[config.mk]
export PLATFORM = sky130hd
export DESIGN_NAME = kbd_frame_rx
export DESIGN_NICKNAME = d
export VERILOG_FILES = /design/src/rtl/kbd_frame_rx.sv
export SDC_FILE = /design/constraint.sdc
export NUM_CORES = 1
export LEC_CHECK = 0
export ABC_AREA = 1
export BUFFER_PORTS_ARGS = -buffer_cell sky130_fd_sc_hd__buf_2
export CAP_MARGIN = 20
export CORE_MARGIN = 4
export CORE_UTILIZATION = 40
export CTS_CLUSTER_SIZE = 28
export DETAILED_ROUTE_END_ITERATION = 16
export GPL_TIMING_DRIVEN = 0
export PLACE_DENSITY_LB_ADDON = 0.25
export SLEW_MARGIN = 20
export SYNTH_ARGS = -nofsm -noshare
export SYNTH_HDL_FRONTEND = slang
export SYNTH_SLANG_ARGS = --single-unit
[constraint.sdc]
create_clock -name clk -period 2.3 [get_ports clk]
set_input_delay 0.46 -clock clk [delete_from_list [all_inputs] [get_ports clk]]
set_output_delay 0.46 -clock clk [all_outputs]
set_load 0.01 [all_outputs]
[src/rtl/kbd_frame_rx.sv]
module kbd_frame_rx #(
  parameter int          CLK_HZ     = 50_000_000,
  parameter int          TIMEOUT_US = 100,
  parameter logic [7:0]  RESEND_CODE = 8'hFE
) (
  input  logic       clk,
  input  logic       rst_n,
  input  logic       kbd_clk,
  input  logic       kbd_dat,
  input  logic       tx_busy,
  output logic       rx_valid,
  output logic [7:0] rx_byte,
  output logic       resend_req,
  output logic [7:0] resend_cmd
);
  localparam int DIV   = (CLK_HZ / 1_000_000 < 1) ? 1 : CLK_HZ / 1_000_000;
  localparam int DIV_W = $clog2(DIV + 1);
  localparam int US_W  = $clog2(TIMEOUT_US + 1);

  typedef enum logic [1:0] {S_IDLE, S_DATA, S_PAR, S_STOP} state_t;

  state_t           state;
  logic [2:0]       ck_s;
  logic [1:0]       dt_s;
  logic [7:0]       sh;
  logic [DIV_W-1:0] div_cnt;
  logic [US_W-1:0]  us_cnt;

  wire bit_in    = dt_s[1];
  wire take      = ck_s[2] & ~ck_s[1] & ~tx_busy;
  wire timed_out = (us_cnt == US_W'(TIMEOUT_US));

  assign resend_cmd = RESEND_CODE;

  always_ff @(posedge clk) begin
    if (!rst_n) begin
      ck_s <= '1;
      dt_s <= '1;
    end else begin
      ck_s <= {ck_s[1:0], kbd_clk};
      dt_s <= {dt_s[0], kbd_dat};
    end
  end

  always_ff @(posedge clk) begin
    if (!rst_n || take) begin
      div_cnt <= '0;
      us_cnt  <= '0;
    end else if (div_cnt == DIV_W'(DIV - 1)) begin
      div_cnt <= '0;
      if (!timed_out) us_cnt <= us_cnt + 1'b1;
    end else begin
      div_cnt <= div_cnt + 1'b1;
    end
  end

  always_ff @(posedge clk) begin
    if (!rst_n) begin
      state      <= S_IDLE;
      sh         <= '0;
      rx_byte    <= '0;
      rx_valid   <= 1'b0;
      resend_req <= 1'b0;
    end else begin
      rx_valid   <= 1'b0;
      resend_req <= 1'b0;
      if (take) begin
        case (state)
          S_IDLE: if (!bit_in) begin
            state <= S_DATA;
            sh    <= 8'h80;
          end
          S_DATA: begin
            sh <= {bit_in, sh[7:1]};
            if (sh[0]) state <= S_PAR;
          end
          S_PAR: if (bit_in == ~^sh) begin
            state <= S_STOP;
          end else begin
            state      <= S_IDLE;
            resend_req <= 1'b1;
          end
          default: begin
            state <= S_IDLE;
            if (bit_in) begin
              rx_valid <= 1'b1;
              rx_byte  <= sh;
            end
          end
        endcase
      end else if (timed_out) begin
        state <= S_IDLE;
      end
    end
  end
endmodule


==> flow_summary_export.csv, run 1 <==
group,metric,value,unit
finish,final_cells,307,
setup_path,crit_path_start_kind,"flop",
sta,fin_hold_ws,0.352,ns
global_route,grtUsageTotal,0.131,
finish,syn2layout_area_growth,14.9,%
power_and_ir_drop,switching_share,0.215,
detailed_routing,postRouteAntennaNets,0,
finish,layout_common_cells,"41 x nand2_1, 38 x dfxtp_1, 27 x inv_1",
finish,utilization,0.494,
run_status,status,"finished, final reports clean",
finish,design_area,2050,um^2
finish,antenna_cells,0,
detailed_routing,drcViolationCount,0,
power_and_ir_drop,finalPower,1.29,mW
sta,slew_headroom,0.654,
place,place_inst,299,
die,core-area,4140,um^2
clocking,cts_sinks,38,
clocking,htree_levels,2,
place,gp_congestion,0.770,
die,die_h,74.7,um
die,start_util,0.430,
job,maxCapViolCount,0,
detailed_routing,routed_wl,3.14,mm
yosys,synth_cell_types,30,
yosys,synthesis.area,1780,um^2
clocking,cts_root_buf,"clkbuf_8",
finish,final_common_cell,"nand2_1",
power_and_ir_drop,internal_power,1.02,mW
power_and_ir_drop,clkPwrFrac,0.432,
yosys,seq_area_frac_synth,0.427,
sta,drv_slew,0,
setup_path,critPathKind,"reg -> reg",
global_route,grt-ovfl-total,0,
clocking,cts_buffer_depth,2,
sta,rsz0062_at_grt,"false",
setup_path,worstPathArrival,1.88,ns
detailed_routing,post_drt_wl_per_cell,10.2,um
power_and_ir_drop,power_frac_seq,0.520,
setup_path,required,2.50,ns
clocking,insertion_delay,0.29,ns
finish,drive_gt1_frac,0.195,
sta,finalHoldViolCount,0,
detailed_routing,drtIter0Drc,52,
sta,fmax,596,MHz
power_and_ir_drop,p_comb_frac,0.048,
detailed_routing,vias_per_cell,4.59,
yosys,syn_inst,229,
die,die-area,5580,um^2
global_route,grt_pass1_wl,5.62,mm
clocking,postCtsSetupBuffers,0,
finish,fin_nets,269,
clocking,cts_resized,0,
yosys,ys_seq_elements,38,
yosys,avgSynthCellArea,7.77,um^2
sta,setup_viol_count_final,0,
die,die_width,74.7,um
setup_path,cp-end-kind,"flop",
clocking,clk_pin_slew_worst_paths,0.08,ns
setup_path,r2r_cells,9,
power_and_ir_drop,power.density,633,nW/um^2
global_route,antenna_found_initial,0,
global_route,grt_max_degree,13,
detailed_routing,via_count,1408,
place,portBuffers,14,
place,place_area,1940,um^2
sta,finalSetupTns,0,ns
clocking,tritoncts,"yes",
global_route,grt_pass1_vias,1302,
finish,fillers,415,
min_path,hp-class,"in -> reg",
die,num_io_pins,23,
die,rows,23,
power_and_ir_drop,p_sw,0.278,mW
sta,worst_slack,0.622,ns
setup_path,crit_fanout,10,
min_path,min_delay_path_depth,2,
sta,tightest_slew,0.518,ns
place,dp_hpwl,2.31,mm
place,pre_cts_ws,0.659,ns
clocking,cts_made_buffers,5,
sta,period_share,0.730,
sta,min_period,1.68,ns
detailed_routing,firstDrtPassIters,4,
clocking,postCtsHoldBufs,0,
yosys,yosys_warnings,0,
power_and_ir_drop,ir_drop,0.520,mV
power_and_ir_drop,p_leak,0.934,nW
sta,finalClockSkew,0.00742,ns
[state kept, by name, summed over array words and instances, names as in the netlist]
register and cells:
rx_byte 8, div_cnt 6, ck_s 3, rx_valid 1, us_cnt 7, sh 8, dt_s 2, state 2
resend_req 1
[Yosys cell counts]
library cell	n	area, um^2
nand2_1	41	154
dfxtp_1	38	761
inv_1	27	101
a21oi_1	23	115
nor2_1	14	52.6
nand3_1	12	60.1
o21ai_0	11	55.1
a211oi_1	9	67.6
buf_4	9	67.6
ha_1	8	100
or2_2	5	31.3
buf_2	3	15.0
inv_2	3	11.3
nand4_1	3	18.8
clkbuf_1	2	7.51
conb_1	2	7.51
nand2_2	2	12.5
nand2_4	2	22.5
nor3_1	2	10.0
nor3b_1	2	15.0
xor2_1	2	17.5
a221oi_2	1	15.0
and3_2	1	7.51
nand3_2	1	10.0
nor2_2	1	6.26
nor3_2	1	10.0
nor4_1	1	6.26
o21bai_1	1	7.51
or3_1	1	6.26
xnor2_1	1	8.76
[critical path, cell delays in order, from the launching register on]
cell,delay (ns)
dfxtp_1,0.40
inv_1,0.10
ha_1,0.17
buf_2,0.17
nand2_1,0.08
o21ai_0,0.09
nand2_2,0.14
buf_2,0.23
a21oi_1,0.06
a211oi_1,0.15
[layer usage]
layer | vias to the layer above | global-route usage | part of all wire
met3 | 6 | 0.0441 | 0.060
met2 | 29 | 0.180 | 0.37
met4 | 0 | 0.0474 | 0.016
met5 | - | 0 | 0
met1 | 594 | 0.190 | 0.55
li1 | 779 | - | -
[path summary, 6_finish.rpt]
path,slack (ns),end,start
worst min-delay path,0.35,ck_s[0]$_SDFF_PN1_,kbd_clk
worst min register to register,0.42,ck_s[1]$_SDFF_PN1_,ck_s[0]$_SDFF_PN1_
worst max-delay path,0.62,sh[5]$_SDFFE_PN0P_,state[1]$_SDFFE_PN0P_
worst max register to register,0.62,sh[5]$_SDFFE_PN0P_,state[1]$_SDFFE_PN0P_
[kinds of logic (layout without fill, tap and decap cells)]
logic type,Yosys count,in the layout,share of synthesized area
buffers and inverters,44,66,0.114
xor gates and xnor gates,3,3,0.0148
other,2,8,0.00422
AOI/OAI and AO/OA,45,45,0.146
adders and majority gates,8,8,0.0562
and+or+nand+nor,89,89,0.238
DFF,38,38,0.427
[power groups by stage]
| stage | Sequential, mW | Combinational [mW] | Clock (mW) |
|---|---|---|---|
| 6_report | 0.674 | 0.0624 | 0.559 |
| 5_1_grt | 0.675 | 0.0727 | 0.598 |
| 4_1_cts | 0.674 | 0.0625 | 0.575 |
| 3_5_place_dp | 0.689 | 0.0624 | 0 |
| 3_3_place_gp | 0.689 | 0.0624 | 0 |
| 2_1_floorplan | 0.688 | 0.0503 | 0 |
[layout make-up]
type | count | area (um^2) | area share
plain buffers | 14 | 90.1 | 0.0440
clock buffers | 6 | 72.6 | 0.0355
clock inverters | 2 | 37.5 | 0.0183
inverters | 30 | 113 | 0.0550
multi-input cells | 153 | 840 | 0.410
flip-flops and latches | 38 | 761 | 0.372
well taps | 50 | 62.6 | 0.0306
repair buffers | 14 | 70.1 | 0.0343
No activity file was read; power rests on OpenSTA's default activity.
==> run 2: changes to the inputs <==
==> constraint.sdc (replaced) <==
create_clock -name clk -period 1.7 [get_ports clk]
set_input_delay 0.34 -clock clk [delete_from_list [all_inputs] [get_ports clk]]
set_output_delay 0.34 -clock clk [all_outputs]
set_load 0.01 [all_outputs]
==> run 2 against run 1 <==
  * Power up 35%
  * Setup slack worse by 0.46 ns
  * Via count unchanged
  * Sequential power up 35%
  * Core utilization up 0.42 points
  * Highest routed layer unchanged
==> flow_summary_export.csv, run 2 (synthesized netlist as in run 1, its figures left out) <==
group,metric,value,unit
run_status,status,"finished, final reports clean",
power_and_ir_drop,ir_drop,0.703,mV
finish,multi_input_area,845,um^2
clocking,htree_levels,2,
die,die_width,74.7,um
sta,finalSetupTns,0,ns
sta,rsz0062_at_grt,"false",
job,maxCapViolCount,0,
detailed_routing,vias_per_cell,4.57,
place,gp_congestion,0.770,
global_route,grtUsageTotal,0.131,
power_and_ir_drop,power.density,849,nW/um^2
finish,fin_nets,270,
finish,final-seq-area,763,um^2
finish,top_regs,"rx_byte x8, sh x8, us_cnt x7",
global_route,grt-ovfl-total,0,
setup_path,required,1.90,ns
sta,worst_slack,0.157,ns
detailed_routing,drtIter0Drc,57,
sta,drv_slew,0,
power_and_ir_drop,p_comb_frac,0.048,
power_and_ir_drop,switching_share,0.215,
power_and_ir_drop,clkPwrFrac,0.431,
clocking,cts_root_buf,"clkbuf_8",
die,die-area,5580,um^2
setup_path,crit_fanout,10,
power_and_ir_drop,p_leak,0.942,nW
finish,final_common_cell,"nand2_1",
sta,fmax,648,MHz
sta,setup_viol_count_final,0,
die,start_util,0.430,
sta,finalHoldViolCount,0,
die,rows,23,
power_and_ir_drop,finalPower,1.75,mW
finish,antenna_cells,0,
setup_path,worstPathArrival,1.74,ns
finish,design_area,2060,um^2
place,place_area,1940,um^2
clocking,insertion_delay,0.29,ns
clocking,cts_buffer_depth,2,
finish,syn2layout_area_growth,15.9,%
setup_path,cp-end-kind,"flop",
sta,min_period,1.54,ns
clocking,cts_made_buffers,5,
place,dp_hpwl,2.31,mm
min_path,hp-class,"in -> reg",
place,pre_cts_ws,0.0594,ns
power_and_ir_drop,p_sw,0.376,mW
die,core-area,4140,um^2
sta,tightest_slew,0.533,ns
setup_path,crit_path_start_kind,"flop",
setup_path,critPathKind,"reg -> reg",
die,die_h,74.7,um
die,num_io_pins,23,
detailed_routing,routed_wl,3.15,mm
finish,drive_gt1_frac,0.209,
finish,utilization,0.498,
clocking,clk_pin_slew_worst_paths,0.08,ns
global_route,grt_max_degree,13,
detailed_routing,drcViolationCount,0,
place,portBuffers,14,
detailed_routing,firstDrtPassIters,4,
global_route,grt_pass1_wl,5.62,mm
detailed_routing,post_drt_wl_per_cell,10.2,um
power_and_ir_drop,power_frac_seq,0.520,
clocking,cts_sinks,38,
detailed_routing,postRouteAntennaNets,0,
sta,finalClockSkew,0.00706,ns
global_route,antenna_found_initial,0,
clocking,tritoncts,"yes",
finish,fillers,414,
sta,fin_hold_ws,0.233,ns
sta,slew_headroom,0.645,
finish,final_cells,308,
power_and_ir_drop,internal_power,1.38,mW
sta,period_share,0.908,
global_route,grt_pass1_vias,1302,
finish,layout_common_cells,"41 x nand2_1, 36 x dfxtp_1, 27 x inv_1",
detailed_routing,via_count,1408,
place,place_inst,299,
[run 2: cell count changes in the layout (fill, tap and decap cells not counted), sizes merged]
cell,change
buf,+1
[run 2: worst max-delay path: stages, from the launching register on]
cell and delay, ns:
dfxtp_2 0.35, inv_1 0.10, ha_1 0.14, buf_2 0.19, nand2_1 0.07, o21ai_0 0.09
nand2_2 0.09, buf_4 0.18, a211oi_1 0.24
[run 2: timing repair]
action,CTS,global route
hold buffers,0,0
resized for setup,0,5
buffers inserted,0,1
endpoints found under the setup margin,0,8
[run 2: per-layer routing]
layer  share of wire  vias up  GRT usage
met5               0        -          0
met4           0.016        0     0.0474
met3           0.058        6     0.0441
met2            0.38       30      0.180
met1            0.55      592      0.190
li1                -      780          -
[run 2: path summary, 6_finish.rpt]
| path | start | cells past startpoint | slack [ns] | to |
|---|---|---|---|---|
| min | kbd_clk | 2 | 0.23 | ck_s[0]$_SDFF_PN1_ |
| max reg2reg | state[1]$_SDFFE_PN0P_ | 8 | 0.16 | sh[4]$_SDFFE_PN0P_ |
| min reg2reg | ck_s[0]$_SDFF_PN1_ | 1 | 0.42 | ck_s[1]$_SDFF_PN1_ |
| max | state[1]$_SDFFE_PN0P_ | 8 | 0.16 | sh[4]$_SDFFE_PN0P_ |
[run 2: layout make-up]
type,count,area share
clock buffer,6,0.0352
sequential,38,0.370
inverter,30,0.0546
timing repair buffer,15,0.0376
buffer,14,0.0449
clock inverter,2,0.0182
tap,50,0.0303
multi-input combinational,153,0.409
[run 2: power groups by stage]
stage | clock (mW) | sequential [mW] | combinational (mW)
floorplan | 0 | 0.930 | 0.0681
global placement | 0 | 0.932 | 0.0845
detailed placement | 0 | 0.932 | 0.0844
CTS | 0.778 | 0.911 | 0.0845
global route | 0.809 | 0.913 | 0.0990
finish | 0.756 | 0.911 | 0.0850
==> run 3: changes to the inputs <==
--- a/config.mk
+++ b/config.mk
@@ -6,12 +6,12 @@
 export NUM_CORES = 1
 export LEC_CHECK = 0
 export ABC_AREA = 1
-export BUFFER_PORTS_ARGS = -buffer_cell sky130_fd_sc_hd__buf_2
 export CAP_MARGIN = 20
 export CORE_MARGIN = 4
 export CORE_UTILIZATION = 40
 export CTS_CLUSTER_SIZE = 28
 export DETAILED_ROUTE_END_ITERATION = 16
+export DONT_BUFFER_PORTS = 1
 export GPL_TIMING_DRIVEN = 0
 export PLACE_DENSITY_LB_ADDON = 0.25
 export SLEW_MARGIN = 20
==> run 3 against run 2 <==
  * Critical path depth unchanged
  * Die area unchanged
  * Non-clock buffer count down 13
  * Critical path type unchanged
  * Largest power group unchanged
==> flow_summary_export.csv, run 3 (synthesized netlist as in run 1, its figures left out) <==
group,metric,value,unit
run_status,status,"finished, final reports clean",
detailed_routing,wl_met2,1.22,mm
clocking,cts_root_buf,"clkbuf_8",
place,portBuffers,0,
min_path,hp-class,"in -> reg",
finish,fin_nets,257,
setup_path,crit_top_cell,"inv_1",
setup_path,cp-end-kind,"flop",
die,start_util,0.430,
clocking,cts_buffer_depth,2,
place,dp_hpwl,2.32,mm
setup_path,cp_slowest_cell,"dfxtp_2",
setup_path,max_stage_delay,0.36,ns
global_route,grt_pass1_wl,5.38,mm
min_path,whs_endpoint,"ck_s[0]$_SDFF_PN1_",
detailed_routing,top_layer,"met4",
setup_path,critPathKind,"reg -> reg",
finish,top_regs,"rx_byte x8, sh x8, us_cnt x7",
sta,setup_viol_count_final,0,
detailed_routing,wl_met1,1.70,mm
setup_path,crit_fanout,10,
detailed_routing,firstDrtPassIters,4,
detailed_routing,drtIter0Drc,59,
detailed_routing,postRouteAntennaNets,0,
detailed_routing,routed_wl,3.22,mm
sta,period_share,0.918,
setup_path,crit_path_start_kind,"flop",
die,die-area,5580,um^2
die,die_h,74.7,um
global_route,grt_pass1_vias,1181,
job,maxCapViolCount,0,
sta,finalSetupTns,0,ns
setup_path,critical-path-top-delay-family,"buffers and inverters",
power_and_ir_drop,power.density,857,nW/um^2
setup_path,timing.rr.start,"state[0]$_SDFFE_PN0P_",
global_route,grt-ovfl-total,0,
clocking,postCtsHoldBufs,0,
clocking,clk_pin_slew_worst_paths,0.07,ns
finish,antenna_cells,0,
power_and_ir_drop,finalPower,1.71,mW
detailed_routing,met3_length,223,um
die,rows,23,
clocking,cts_sinks,38,
detailed_routing,vias_per_cell,4.66,
setup_path,worstPathArrival,1.76,ns
setup_path,worstPathBufferInverterCount,3,
setup_path,timing.rr.end,"sh[3]$_SDFFE_PN0P_",
detailed_routing,via_count,1376,
clocking,insertion_delay,0.29,ns
finish,drive_gt1_frac,0.167,
sta,fmax,641,MHz
power_and_ir_drop,p_leak,0.880,nW
setup_path,required,1.90,ns
global_route,grt_max_degree,12,
sta,drv_slew,0,
place,gp_congestion,0.759,
detailed_routing,drcViolationCount,0,
die,num_io_pins,23,
clocking,cts_made_buffers,5,
setup_path,r2r_setup_slack,0.14,ns
min_path,hp-start,"kbd_clk",
clocking,tritoncts,"yes",
detailed_routing,post_drt_wl_per_cell,10.9,um
sta,finalHoldViolCount,0,
global_route,grtUsageTotal,0.130,
clocking,htree_levels,2,
die,core-area,4140,um^2
sta,finalClockSkew,0.00518,ns
die,die_width,74.7,um
min_path,min_delay_path_depth,1,
setup_path,r2r_cells,8,
finish,final_common_cell,"nand2_1",
finish,layout_common_cells,"41 x nand2_1, 36 x dfxtp_1, 27 x inv_1",
power_and_ir_drop,ir_drop,0.518,mV
finish,syn2layout_area_growth,12.1,%
setup_path,path_cells,"inv_1 -> ha_1 -> inv_1 -> nand2_1 -> o21ai_1 -> nand2_2 -> clkbuf_4 -> a211oi_1",
global_route,antenna_found_initial,0,
sta,min_period,1.56,ns
[run 3: cell types whose count changed in the layout (fill, tap and decap cells not counted)]
cell,change
o21ai_1,+1
a211oi_1,+1
clkbuf_1,-1
o21ai_0,-1
bufinv_16,-1
a211oi_2,-1
clkbuf_8,+3
buf_2,-14
clkbuf_4,+1
clkinvlp_4,-1
[run 3: stage by stage]
stage / hold slack (ns) / std cells / setup WS [ns] / area, um^2 / util
floorplan: 0.393 / 235 / 0.253 / 1800 / -
global placement: 0.394 / 285 / 0.0456 / 1870 / 0.450
detailed placement: 0.400 / 285 / 0.0595 / 1870 / 0.450
CTS: 0.138 / 293 / 0.0291 / 1980 / 0.477
global route: 0.137 / 295 / -0.0157 / 2000 / 0.482
finish: 0.151 / 295 / 0.140 / 2000 / 0.482
[run 3: metal layers]
layer  vias to the layer above  track usage
met4                         0       0.0771
met3                         7       0.0467
met2                        28        0.172
li1                        753            -
met1                       588        0.180
met5                         -            0
[run 3: worst max-delay path by stage]
stage / startpoint / to / slack (ns) / depth (start not counted)
after floorplan: state[1]$_SDFFE_PN0P_ / sh[5]$_SDFFE_PN0P_ / 0.25 / 9
after global placement: state[1]$_SDFFE_PN0P_ / sh[6]$_SDFFE_PN0P_ / 0.05 / 9
after detailed placement: state[1]$_SDFFE_PN0P_ / sh[6]$_SDFFE_PN0P_ / 0.06 / 9
after CTS: state[1]$_SDFFE_PN0P_ / sh[5]$_SDFFE_PN0P_ / 0.03 / 9
after global routing: state[1]$_SDFFE_PN0P_ / sh[3]$_SDFFE_PN0P_ / -0.02 / 8
final: state[0]$_SDFFE_PN0P_ / sh[3]$_SDFFE_PN0P_ / 0.14 / 8
[run 3: worst register-to-register path: stages, from the launching register on]
cell      delay [ns]
dfxtp_2         0.36
inv_1           0.08
ha_1            0.22
inv_1           0.12
nand2_1         0.06
o21ai_1         0.09
nand2_2         0.10
clkbuf_4        0.20
a211oi_1        0.25
[run 3: report_power, final]
| group | leakage (nW) | switching (mW) | internal, mW | total [mW] |
|---|---|---|---|---|
| sequential | 0.309 | 0.00903 | 0.903 | 0.912 |
| combinational | 0.514 | 0.0458 | 0.0335 | 0.0793 |
| clock | 0.0575 | 0.309 | 0.409 | 0.719 |
| total | 0.880 | 0.364 | 1.35 | 1.71 |
[run 3: timing repair]
| action | in CTS | in global routing |
|---|---|---|
| buffers inserted | 0 | 2 |
| hold endpoints to repair | 0 | 0 |
| gates resized for setup | 0 | 4 |
| setup endpoints to repair | 0 | 8 |
[run 3: cell type report]
class,count,area (um^2)
Buffer,14,92.6
Clock buffer,8,110
Fill cell,418,2150
Inverter,30,113
Multi-Input combinational cell,153,840
Sequential cell,38,763
Tap cell,50,62.6
Timing Repair Buffer,2,15.0
